<file path="src/rtl/shift_add_mul_pkg.sv">
package shift_add_mul_pkg;
   typedef enum logic {
      MUL_IDLE = 1'b0,
      MUL_RUN  = 1'b1
   } mul_state_t;
endpackage

</file>
<file path="src/rtl/mul_seq.sv">
module mul_seq
   import shift_add_mul_pkg::*;
#(
   parameter int STEPS = 32
) (
   input  logic clk_i,
   input  logic rst_ni,
   input  logic start_i,
   output logic load_o,
   output logic step_o,
   output logic last_o,
   output logic done_o
);
   localparam int CNT_W = (STEPS > 1) ? $clog2(STEPS) : 1;
   localparam logic [CNT_W-1:0] LAST_CNT = CNT_W'(STEPS - 1);

   mul_state_t       state_q;
   logic [CNT_W-1:0] cnt_q;
   logic             done_q;

   assign load_o = (state_q == MUL_IDLE) && start_i;
   assign step_o = (state_q == MUL_RUN);
   assign last_o = step_o && (cnt_q == LAST_CNT);
   assign done_o = done_q;

   always_ff @(posedge clk_i or negedge rst_ni) begin
      if (!rst_ni) begin
         state_q <= MUL_IDLE;
         cnt_q   <= '0;
         done_q  <= 1'b0;
      end else begin
         done_q <= last_o;
         if (load_o) begin
            state_q <= MUL_RUN;
            cnt_q   <= '0;
         end else if (last_o) begin
            state_q <= MUL_IDLE;
         end else if (step_o) begin
            cnt_q <= cnt_q + 1'b1;
         end
      end
   end
endmodule

</file>
<file path="src/rtl/mul_step.sv">
module mul_step #(
   parameter int WIDTH = 32
) (
   input  logic [2*WIDTH-1:0] prod_i,
   input  logic [WIDTH-1:0]   mcand_i,
   input  logic               sgn_i,
   input  logic               last_i,
   output logic [2*WIDTH-1:0] prod_o
);
   localparam int EXT_W = WIDTH + 1;

   logic [WIDTH-1:0] upper;
   logic [EXT_W-1:0] upper_ext;
   logic [EXT_W-1:0] mcand_ext;
   logic [EXT_W-1:0] addend;
   logic [EXT_W-1:0] sum;
   logic             subtract;

   assign upper     = prod_i[2*WIDTH-1:WIDTH];
   assign upper_ext = {sgn_i & upper[WIDTH-1], upper};
   assign mcand_ext = {sgn_i & mcand_i[WIDTH-1], mcand_i};
   assign addend    = prod_i[0] ? mcand_ext : '0;
   assign subtract  = sgn_i & last_i & prod_i[0];
   assign sum       = subtract ? (upper_ext - addend) : (upper_ext + addend);
   assign prod_o    = {sum, prod_i[WIDTH-1:1]};
endmodule

</file>
<file path="src/rtl/shift_add_mul.sv">
module shift_add_mul
   import shift_add_mul_pkg::*;
#(
   parameter int WIDTH     = 32,
   parameter bit SIGNED_EN = 1'b1
) (
   input  logic               clk_i,
   input  logic               rst_ni,
   input  logic               start_i,
   input  logic [WIDTH-1:0]   mcand_i,
   input  logic [WIDTH-1:0]   mplier_i,
   input  logic               signed_i,
   output logic               done_o,
   output logic [2*WIDTH-1:0] product_o
);
   localparam int PROD_W = 2 * WIDTH;

   if (WIDTH < 2) begin : g_bad_width
      $error("shift_add_mul: WIDTH must be at least 2");
   end

   logic              load;
   logic              busy;
   logic              last;
   logic [PROD_W-1:0] prod_q;
   logic [PROD_W-1:0] prod_d;
   logic [WIDTH-1:0]  mcand_q;
   logic              sgn_q;

   mul_seq #(.STEPS(WIDTH)) u_seq (
      .clk_i  (clk_i),
      .rst_ni (rst_ni),
      .start_i(start_i),
      .load_o (load),
      .step_o (busy),
      .last_o (last),
      .done_o (done_o)
   );

   mul_step #(.WIDTH(WIDTH)) u_step (
      .prod_i (prod_q),
      .mcand_i(mcand_q),
      .sgn_i  (sgn_q),
      .last_i (last),
      .prod_o (prod_d)
   );

   if (SIGNED_EN) begin : g_mode
      always_ff @(posedge clk_i or negedge rst_ni) begin
         if (!rst_ni)   sgn_q <= 1'b0;
         else if (load) sgn_q <= signed_i;
      end
   end else begin : g_unsigned_only
      assign sgn_q = 1'b0;
   end

   always_ff @(posedge clk_i or negedge rst_ni) begin
      if (!rst_ni) begin
         prod_q  <= '0;
         mcand_q <= '0;
      end else if (load) begin
         prod_q  <= {{WIDTH{1'b0}}, mplier_i};
         mcand_q <= mcand_i;
      end else if (busy) begin
         prod_q <= prod_d;
      end
   end

   assign product_o = prod_q;
endmodule

</file>
<file path="config.mk">
export PLATFORM = sky130hd
export DESIGN_NAME = shift_add_mul
export DESIGN_NICKNAME = d
export VERILOG_FILES = /design/src/rtl/shift_add_mul_pkg.sv /design/src/rtl/mul_seq.sv /design/src/rtl/mul_step.sv /design/src/rtl/shift_add_mul.sv
export SDC_FILE = /design/constraint.sdc
export NUM_CORES = 1
export LEC_CHECK = 0
export BUFFER_PORTS_ARGS = -buffer_cell sky130_fd_sc_hd__buf_2
export CAP_MARGIN = 25
export CORE_ASPECT_RATIO = 1.5
export CORE_MARGIN = 8
export CORE_UTILIZATION = 62
export DETAILED_ROUTE_END_ITERATION = 10
export GPL_TIMING_DRIVEN = 0
export PLACE_DENSITY = 0.87
export SLEW_MARGIN = 10
export SYNTH_ARGS = -nofsm -noshare
export SYNTH_HDL_FRONTEND = slang
export SYNTH_HIERARCHICAL = 1
export SYNTH_SLANG_ARGS = --single-unit
</file>
<file path="constraint.sdc">
create_clock -name clk_i -period 9.9 [get_ports clk_i]
set_input_delay 1.485 -clock clk_i [delete_from_list [all_inputs] [get_ports clk_i]]
set_output_delay 1.485 -clock clk_i [all_outputs]
set_load 0.005 [all_outputs]
</file>
==> Word level (Yosys, flattened, before mapping) <==
Index checks and enable logic that the tools add are counted.
{ "totals": {"register_bits": 104, "out_inout_bits": 65, "word_cells": 30} }
{ "classes": {"addsub": 3, "n_eq_ne": 2, "mux": 9, "bitwise": 5, "reduce_logical": 5} }
{ "ops": {"columns": ["operator", "count"], "rows": [
  ["$mux 64", 2],
  ["$mux 33", 2],
  ["$add 33x33->33", 1],
  ["$sub 33x33->33", 1],
  ["$mux 5", 3],
  ["$add 5x1->5 const B", 1],
  ["$eq 5x5->1 const B", 1],
  ["$and 1x1->1", 4],
  ["$reduce_bool 2->1", 2],
  ["$logic_and 1x1->1", 2],
  ["$mux 1", 2],
  ["$ne 2x2->1 const B", 1],
  ["$reduce_and 2->1", 1],
  ["$not 1->1", 1]
]} }

==> Depth between registers and ports, before layout <==
{ "logic_depth": {"word_depth": 7, "mapped_depth": 24} }

==> Modules after synthesis <==
Netlist, hierarchy kept.
{ "by_module_without_submodules": {"columns": ["module", "n_inst", "cells_per_inst", "area_each_um2", "seq_area_each_um2"], "rows": [
  ["shift_add_mul", 1, 311, 4061.4, 2427.3],
  ["mul_step", 1, 428, 2927.8, 0.0],
  ["mul_seq", 1, 35, 374.1, 175.2]
]} }

==> Least setup slack after synthesis <==
No wires, ideal clock.
{ "synth_path": {"path_kind": "reg2reg", "start": "register prod_q[0], in the netlist product_o[0]", "end": "register prod_q[60], in the netlist product_o[60]", "setup_time_ns": 0.118, "arrival_ns": 4.368, "required_time_ns": 9.782, "path_slack_ns": 5.413, "stages_incl_launch_ff": 21, "n_path_buf": 5, "period_less_slack_ns": 4.487, "path_cell_list": "dfrtp_1 > clkbuf_8 > clkbuf_8 > clkbuf_1 > buf_1 > nand2_1 > ha_1 > or2b_2 > clkbuf_1 > o21ai_0 > a31o_2 > ha_1 > o2111a_1 > o21ai_0 > o21ai_1 > a41oi_1 > o31ai_1 > a41oi_1 > xnor2_1 > mux2i_1 > nor2_1"} }
{ "synth_via": {"elab_chain_cells": 5} }
{ "synth_lines": {"columns": ["item", "line_no", "source"], "rows": [
  ["start, declared", "shift_add_mul.sv:25", "logic [PROD_W-1:0] prod_q;"],
  ["start signal, assigned", "shift_add_mul.sv:62", "prod_q <= {{WIDTH{1'b0}}, mplier_i};"],
  ["start signal, assigned", "shift_add_mul.sv:65", "prod_q <= prod_d;"],
  ["$mux 33", "mul_step.sv:22", "assign addend = prod_i[0] ? mcand_ext : '0;"],
  ["$add 33x33->33 / $sub 33x33->33 (equally long branches)", "mul_step.sv:24", "assign sum = subtract ? (upper_ext - addend) : (upper_ext + addend);"],
  ["$mux 33 *", "mul_step.sv:24", null],
  ["net prod_d[60]", "shift_add_mul.sv:26", "logic [PROD_W-1:0] prod_d;"],
  ["$mux 64 *", "shift_add_mul.sv:64", "end else if (busy) begin"],
  ["$mux 64 *", "shift_add_mul.sv:61", "end else if (load) begin"]
]} }
Mark *: on every way through the listed nets, which the timed path passes. The rest lies on a longest branch. The select of a mux whose other input is x is not followed.
A chain may end at the register's enable or synchronous reset.

==> Final worst setup path <==
{ "layout_path": {"start": "register prod_q[0], in the netlist product_o[0]", "end": "register prod_q[62], in the netlist product_o[62]"} }
The elaborated chain is that of the path after synthesis.

==> impl_results.md <==
* Main synth FF type: dfrtp_1
* Worst-skew pair later-pin latency at 0.35 ns
* CTS tree: built
* Die W at 105 um
* MaxCap Viol Count at 0
* Distinct cells, synth at 71
* Async SR Flop Fraction at 100%
* Vias post-DR at 6367
* Final setup viols at 0
* CORE AREA at 11800 um^2
* FILL cells at 936
* Post-synth EDFFs at 0
* Chip height at 149 um
* CTS HTree Levels at 3
* Number of buffers created by CTS at 9
* Sink Count at 104
* Endpoints failing hold at 0
* Drt wl/cell at 17.6 um
* Post-CTS setup buffers at 0
* Crit path cell chain: clkbuf_8 -> clkbuf_8 -> clkbuf_1 -> buf_1 -> nand2_1 -> ha_1 -> or2b_2 -> clkbuf_1 -> o21ai_0 -> a31o_2 -> ha_1 -> o2111a_1 -> o21ai_0 -> o21ai_1 -> a41oi_1 -> o31ai_1 -> a21o_1 -> xor2_1 -> mux2i_1 -> nor2_1
* Setup TNS at 0 ns
* Area of the multi-input gates at 4210 um^2
* Top cell type's share of synthesized area at 35.3%
* Reg-to-reg startpoint: product_o[0]$_DFFE_PN0P_
* WP data arrival at 6.34 ns
* Fraction of layout cells with a size suffix above 1 at 28.2%
* Post-cts sizing count at 0
* Met3 wire length at 1370 um
* Number of global-route vias before repair at 6557
* Synth area leader: dfrtp_1
* Drc violations at 0
* Hold Buf Count CTS at 0
* Antenna Cells at 0
* Final #Nets at 1023
* Status: completed
* Most frequent cells in the layout: 140 x buf_2, 104 x dfrtp_1, 98 x nand2_1
* RSZ-0062 raised after global routing: no
* Max Fclk at 0.165 GHz
* Final HPWL DP at 14500 um
* Largest net degree at the start of global routing at 72
* Data required, critical path at 10.17 ns
* Highest metal used: met4
* Synth Register Bits at 104
* Worst Setup SP: product_o[0]$_DFFE_PN0P_
* Average instance area after synthesis at 9.51 um^2
* CTS root buffer: clkbuf_16
* First-pass GRT wire length at 30500 um
* Post-Syn Nets at 879
* Drt first pass iters at 5
* Synthesis-to-finish area growth at 16.2%
* Hold_sp: u_seq/cnt_q[3]$_DFFE_PN0P_
* IO Pins at 133
* Congestion Overflow GR at 0
* DRT iter0 DRCs at 262
* Placer congestion estimate at 0.916
* Gate Count Post-Synth at 774
* Clock Path Buffers at 2
* Metal2 WL at 9830 um
* CP Class: reg -> reg
* Setup crit end kind: register
* Max_slew headroom at 41.0%
* Commonest non-fill, non-tap cell in the layout: buf_2
* Vias per cell at 5.92
* Clock Skew at 0.00891 ns
* Register area at 2600 um^2
* GR Util All Layers at 23.7%
* Crit-path max cell delay at 0.83 ns
* Fin crit period at 6.07 ns
* CP max stage cell: o31ai_1
* Fin. max-slew vios at 0
* Clock transition at the registers of the reported paths at 0.07 ns
* M1 WL at 7000 um
* PortBufs at 132
* Final WL at 18900 um
* Die ar. at 15700 um^2
* CP Max Fanout at 10
* Period utilization at 61.3%
* Main area contributors after synthesis: dfrtp_1 35%, mux2i_1 9.0%, ha_1 6.1%
* Post-synth design cell area at 7360 um^2
* Starting density of the core at 62.6%
* Synth warn at 6
* Initial antenna violation count at 0
* ANT nets after route at 0
* Sequential area share after synthesis at 35.3%
* Type of the most critical hold path: reg -> reg
* Crit start category: register
* Core Rows at 49
* Least-Margin Pin Slew at 0.877 ns
sequential cells by signal, indices dropped and copies added, names as in the netlist:
register      cells
product_o        64
u_seq/step_o      1
mcand_q          32
u_seq/cnt_q       5
u_seq/done_o      1
sgn_q             1
critical path, delay by kind of cell, from the launching register on:
kind	cells	cell delay [ns]
xor gates and xnor gates	1	0.27
muxes	1	0.12
adders and majority gates	2	0.62
buffers and inverters	5	1.73
DFF	1	0.45
AOI/OAI and AO/OA	8	2.37
and+or+nand+nor	3	0.43
cells by family after synthesis:
family,synth area share [%]
buf+inv,7.51
compound gates,15.9
simple gates,13.6
mux,15.2
fa+ha+maj,6.39
flops,35.3
xor+xnor,6.07
cell usage after synthesis (2+ instances only):
library cell / number
o21bai_1: 3
a41oi_1: 2
nand3_2: 2
o21ai_1: 34
dfrtp_1: 104
a21oi_1: 39
and3_1: 5
nand4_1: 4
or3_1: 8
o31a_1: 2
o21a_1: 4
a31oi_1: 10
a211oi_1: 6
ha_1: 36
nor2_1: 55
o31ai_1: 7
xor2_1: 25
mux2_2: 25
o21ai_0: 35
nand3_1: 9
nor2b_1: 5
xnor2_1: 26
nand2_1: 98
buf_6: 7
and2_1: 3
buf_8: 3
or3_2: 2
nor3_1: 5
clkbuf_8: 2
clkbuf_1: 10
buf_4: 34
inv_1: 13
a211o_1: 2
and4_1: 2
a21o_1: 17
o211ai_1: 8
mux2_4: 11
o41ai_1: 2
mux2i_1: 66
buf_2: 9
nand2b_1: 4
through the flow:
step | hold slack [ns] | setup WS (ns) | cells | utilization [%] | area (um^2)
global placement | 0.444 | 4.14 | 1059 | 69.8 | 8220
global route | 0.492 | 3.52 | 1076 | 72.7 | 8550
detailed placement | 0.461 | 4.11 | 1060 | 70.1 | 8250
CTS | 0.470 | 4.06 | 1076 | 72.7 | 8550
finish | 0.473 | 3.83 | 1076 | 72.7 | 8550
floorplan | 0.429 | 5.41 | 774 | - | 7360
path summary, 6_finish.rpt:
| check | cells after the start | to | slack, ns |
|---|---|---|---|
| max in group asynchronous | 2 | product_o[57]$_DFFE_PN0P_ | 8.23 |
| max reg2reg | 20 | product_o[62]$_DFFE_PN0P_ | 3.83 |
| min reg2reg | 1 | u_seq/cnt_q[3]$_DFFE_PN0P_ | 0.47 |
| min in group asynchronous | 1 | product_o[35]$_DFFE_PN0P_ | 1.02 |
| max | 20 | product_o[62]$_DFFE_PN0P_ | 3.83 |
| min | 1 | u_seq/cnt_q[3]$_DFFE_PN0P_ | 0.47 |
routing by layer:
metal  global-route usage, %  vias up
met5                       0        -
met1                    23.9     3048
met2                    42.9      258
met4                    12.8        0
li1                        -     3006
met3                    7.07       55
layout make-up:
type	count	area share [%]
Clock buffer	9	2.63
Clock inverter	7	0.936
Sequential cell	104	30.4
Tap cell	153	2.24
Buffer	67	5.89
Multi-Input combinational cell	590	49.2
Inverter	13	0.570
Timing Repair Buffer	133	8.12
Power is not shown: default switching activity piles up to over one toggle a cycle in this logic, so the estimate is an artifact.
